==> config.mk <==
export PLATFORM = sky130hd
export DESIGN_NAME = sw_state_latch
export DESIGN_NICKNAME = d
export VERILOG_FILES = /design/src/rtl/sw_state_pkg.sv /design/src/rtl/sw_strobe_edge.sv /design/src/rtl/sw_state_reg.sv /design/src/rtl/sw_state_latch.sv
export SDC_FILE = /design/constraint.sdc
export NUM_CORES = 1
export LEC_CHECK = 0
export ABC_CLOCK_PERIOD_IN_PS = 1340
export CORE_MARGIN = 3
export CORE_UTILIZATION = 32
export DETAILED_ROUTE_END_ITERATION = 6
export PLACE_DENSITY = 0.8
export SYNTH_ARGS = -nofsm -noshare
export SYNTH_HDL_FRONTEND = slang
export SYNTH_SLANG_ARGS = --single-unit
==> constraint.sdc <==
create_clock -name clk -period 1.34 [get_ports clk]
set_input_delay 0.268 -clock clk [delete_from_list [all_inputs] [get_ports clk]]
set_output_delay 0.268 -clock clk [all_outputs]
set_load 0.02 [all_outputs]
==> src/rtl/sw_state_pkg.sv <==
package sw_state_pkg;
  localparam int WORD_W  = 16;
  localparam int ADDR_W  = 4;
  localparam int STATE_W = 7;
  localparam int BIT_RST  = 0;
  localparam int BIT_POL  = 3;
  localparam int BIT_INTG = 4;
  localparam int BIT_CONV = 5;
  localparam int BIT_XFER = 6;
endpackage

==> src/rtl/sw_strobe_edge.sv <==
module sw_strobe_edge #(
  parameter int SYNC_STAGES = 2
) (
  input  logic clk,
  input  logic rst,
  input  logic strobe_in,
  output logic rise
);
  logic [SYNC_STAGES-1:0] sync_q;
  logic                   prev_q;

  always_ff @(posedge clk) begin
    if (rst) begin
      sync_q <= '0;
      prev_q <= 1'b0;
    end else begin
      sync_q <= {sync_q[SYNC_STAGES-2:0], strobe_in};
      prev_q <= sync_q[SYNC_STAGES-1];
    end
  end

  assign rise = sync_q[SYNC_STAGES-1] & ~prev_q;

  a_r2_single_rise: assert property (@(posedge clk) disable iff (rst)
    rise |=> !rise);
endmodule

==> src/rtl/sw_state_reg.sv <==
module sw_state_reg
  import sw_state_pkg::*;
(
  input  logic               clk,
  input  logic               rst,
  input  logic               load,
  input  logic [STATE_W-1:0] din,
  output logic [STATE_W-1:0] q,
  output logic               conv_pulse,
  output logic               xfer_pulse
);
  always_ff @(posedge clk) begin
    if (rst) begin
      q          <= '1;
      conv_pulse <= 1'b0;
      xfer_pulse <= 1'b0;
    end else begin
      conv_pulse <= load & din[BIT_CONV] & ~q[BIT_CONV];
      xfer_pulse <= load & din[BIT_XFER] & ~q[BIT_XFER];
      if (load) q <= din;
    end
  end

  a_r3_hold: assert property (@(posedge clk) disable iff (rst)
    !load |=> $stable(q));
  a_r7_conv_rise: assert property (@(posedge clk) disable iff (rst)
    conv_pulse |-> q[BIT_CONV] && !$past(q[BIT_CONV]));
  a_r8_xfer_rise: assert property (@(posedge clk) disable iff (rst)
    xfer_pulse |-> q[BIT_XFER] && !$past(q[BIT_XFER]));
  a_r7_conv_one: assert property (@(posedge clk) disable iff (rst)
    conv_pulse |=> !conv_pulse);
endmodule

==> src/rtl/sw_state_latch.sv <==
module sw_state_latch
  import sw_state_pkg::*;
#(
  parameter int SYNC_STAGES = 2
) (
  input  logic              clk,
  input  logic              rst,
  input  logic [ADDR_W-1:0] board_addr,
  input  logic [WORD_W-1:0] bus_word,
  input  logic              wr_strobe,
  output logic              rst_int_n,
  output logic              pol_n,
  output logic              integ_n,
  output logic              conv_lvl,
  output logic              conv_pulse,
  output logic              xfer_lvl,
  output logic              xfer_pulse
);
  logic               rise;
  logic               load;
  logic [STATE_W-1:0] st;

  sw_strobe_edge #(.SYNC_STAGES(SYNC_STAGES)) u_edge (
    .clk(clk), .rst(rst), .strobe_in(wr_strobe), .rise(rise));

  assign load = rise && (bus_word[WORD_W-1 -: ADDR_W] == board_addr);

  sw_state_reg u_reg (
    .clk(clk), .rst(rst), .load(load), .din(bus_word[STATE_W-1:0]),
    .q(st), .conv_pulse(conv_pulse), .xfer_pulse(xfer_pulse));

  assign rst_int_n = st[BIT_RST];
  assign pol_n     = st[BIT_POL];
  assign integ_n   = st[BIT_INTG];
  assign conv_lvl  = st[BIT_CONV];
  assign xfer_lvl  = st[BIT_XFER];

  a_r4_capture: assert property (@(posedge clk) disable iff (rst)
    load |=> st == $past(bus_word[STATE_W-1:0]));
  a_r1_reset: assert property (@(posedge clk)
    $past(rst) |-> (st == '1) && !conv_pulse && !xfer_pulse);
endmodule

==> qor.yml <==
timing:
  skew_ns: 0.00288
  tightest_slew_ns: 0.419
  finalCriticalPeriod_ns: 1.28
  timing.fmax_mhz: 781
  finalHoldWorstSlack_ns: 0.435
  hold_viol_final: 0
  fin_crit_sh_pct: 95.5
  slew_viol_final: 0
  setup_violations: 0
  rsz0062_at_grt: "no"
  max_slew_margin_pct: 72.0
  finalSetupTns_ns: 0
critical_path:
  worstPathMaxFanout: 4
  path_class: "input port to register"
  cp-end-kind: "register"
  start_kind: "input port"
  required_ns: 1.51
  crit_arrival_ns: 1.45
die:
  die_x_um: 42.4
  rows: 12
  start_util_pct: 36.2
  io_pins: 30
  fp.dieArea_um2: 1800
  core_area_um2: 1170
  die_h_um: 42.4
power_and_ir_drop:
  p_int_w: 0.000480
  p_clk_share_pct: 32.4
  p_sw_share_pct: 23.2
  leakagePower_nw: 0.343
  power_switching_w: 0.000145
  ir_worst_vdd_mv: 0.465
  p_seq_share_pct: 48.6
  combPwrFrac_pct: 19.0
  p_per_area_nw_per_um2: 855
grt:
  use_met1_pct: 11.9
  grt_pass1_vias: 339
  grt_pass1_wl_mm: 1.52
  grt_overflow: 0
  grt_max_degree: 11
  antenna_found_initial: 0
  use_met2_pct: 18.2
  grt_busiest_layer: "met2"
  track_usage_pct: 11.7
  grtUsageMet3_pct: 8.15
yosys:
  synthCells: 42
  syn_nets: 65
  ys_seq_area_share_pct: 47.2
  ys_seq_elements: 10
  synth_cell_type_count: 14
  syn_avg_cell_area_um2: 10.1
  syn-cell-area_um2: 424
  ys_warn_count: 0
drt:
  vias_per_cell: 4.83
  firstDrtPassIters: 4
  routed_wl_mm: 1.06
  avgRoutedWirePerCell_um: 12.9
  post-route-drc-count: 0
  vias: 396
  ant_nets: 0
  initialDrtViolationCount: 7
cts:
  htreeDepth: 1
  cts-buffers-inserted: 3
  cts-root-buf: "clkbuf_4"
  clk_pin_slew_ns: 0.06
  clkSinkCount: 10
  clock_latency_ns: 0.26
  cts.path.max_buffers: 2
  cts_tree: "done"
layout:
  drive_gt1_share_pct: 22.1
  fin_cells: 82
  diodes: 0
  fillCellCount: 112
  syn2layout_area_growth_pct: 72.6
  nNetsFinal: 93
  fin_area_um2: 732
place:
  gp_congestion: 0.723
  post_dp_cell_area_um2: 658
  dpl.hpwl_um: 791
  dp.cells: 78
  port_buffers: 22
job:
  drv_cap: 0
status:
  status: "finished, final reports clean"
worst_hold_path:
  hold_path_class: "register to register"
-- layer usage --
metal	routed length [um]	share of wire, %
met5	0	0
met4	14	1.3
met3	117	11
met2	528	50
met1	396	38
-- critical path, stage by stage --
cell and delay, ns:
clkdlybuf4s50_1 0.41, xnor2_1 0.19, and3_4 0.24, nand2_4 0.06
nor4b_4 0.27
-- synth_stat cells --
| library cell | count | area (um2) |
|---|---|---|
| nand3b_1 | 1 | 7.51 |
| dfxtp_1 | 10 | 200 |
| a31oi_1 | 5 | 31.3 |
| o21ai_0 | 5 | 25.0 |
| and3b_1 | 1 | 8.76 |
| nand2_4 | 1 | 11.3 |
| clkbuf_1 | 1 | 3.75 |
| and3_1 | 1 | 6.26 |
| nor2b_1 | 3 | 18.8 |
| buf_6 | 2 | 22.5 |
| nand3_1 | 1 | 5.00 |
| xnor2_1 | 4 | 35.0 |
| nand2_1 | 5 | 18.8 |
| nor4b_2 | 2 | 30.0 |
-- cell type report --
class / instances / area [um2] / share of cell area, %
clock buffer: 3 / 22.5 / 3.08
multi-input combinational: 29 / 235 / 32.1
sequential: 10 / 200 / 27.4
tap: 14 / 17.5 / 2.39
timing repair buffer: 26 / 256 / 35.0
-- registers in the layout, indices dropped and copies added, names as in the netlist --
name,flops
u_edge.sync_q,2
u_reg.q,5
u_reg.conv_pulse,1
u_reg.xfer_pulse,1
u_edge.prev_q,1
-- placed cells by master (no fill, tap or decap), drive strengths merged, types with 2 or more instances in the layout --
cell / netlist / layout
nor2b: 3 / 3
dlymetal6s2s: 0 / 6
dlygate4sd2: 0 / 7
a31oi: 5 / 5
xnor2: 4 / 4
clkdlybuf4s50: 0 / 9
nor4b: 2 / 2
o21ai: 5 / 5
dfxtp: 10 / 10
clkbuf: 1 / 3
nand2: 6 / 6
buf: 2 / 4
-- timing repair --
action / CTS / global route
gates resized for setup: 9 / 13
buffers inserted: 0 / 1
hold buffers: 0 / 0
endpoints found under the setup margin: 8 / 3
pin swaps: 0 / 6
-- path summary, 6_finish.rpt --
kind,start,endpoint,slack (ns),depth (start not counted)
max,board_addr[3],u_reg.conv_pulse,0.06,5
min,u_edge.sync_q[0],u_edge.sync_q[1],0.44,1
max reg2reg,u_edge.prev_q,u_reg.q[4],0.31,4
min reg2reg,u_edge.sync_q[0],u_edge.sync_q[1],0.44,1
-- kinds of logic after synthesis --
| logic type | synth area share [%] |
|---|---|
| compound gates | 13.3 |
| xor+xnor | 8.26 |
| buf+inv | 6.19 |
| flops | 47.2 |
| simple gates | 25.1 |
-- stage by stage --
| stage | worst slack, ns | utilization (%) | power, W |
|---|---|---|---|
| 6_report | 0.0604 | 62.5 | 0.000626 |
| 3_3_place_gp | -0.234 | 56.2 | 0.000413 |
| 2_1_floorplan | 0.314 | - | 0.000357 |
| 4_1_cts | 0.0144 | 57.6 | 0.000617 |
| 3_5_place_dp | -0.330 | 56.2 | 0.000415 |
| 5_1_grt | 0.0150 | 62.5 | 0.000660 |
-- power by group through the flow --
stage                     clock (W)  sequential, W  combinational (W)
after floorplan                   0       0.000313          0.0000445
after global placement            0       0.000311           0.000102
after detailed placement          0       0.000311           0.000104
after CTS                  0.000208       0.000304           0.000105
after global routing       0.000228       0.000305           0.000127
final                      0.000203       0.000304           0.000119
No activity file was read; power rests on OpenSTA's default activity.
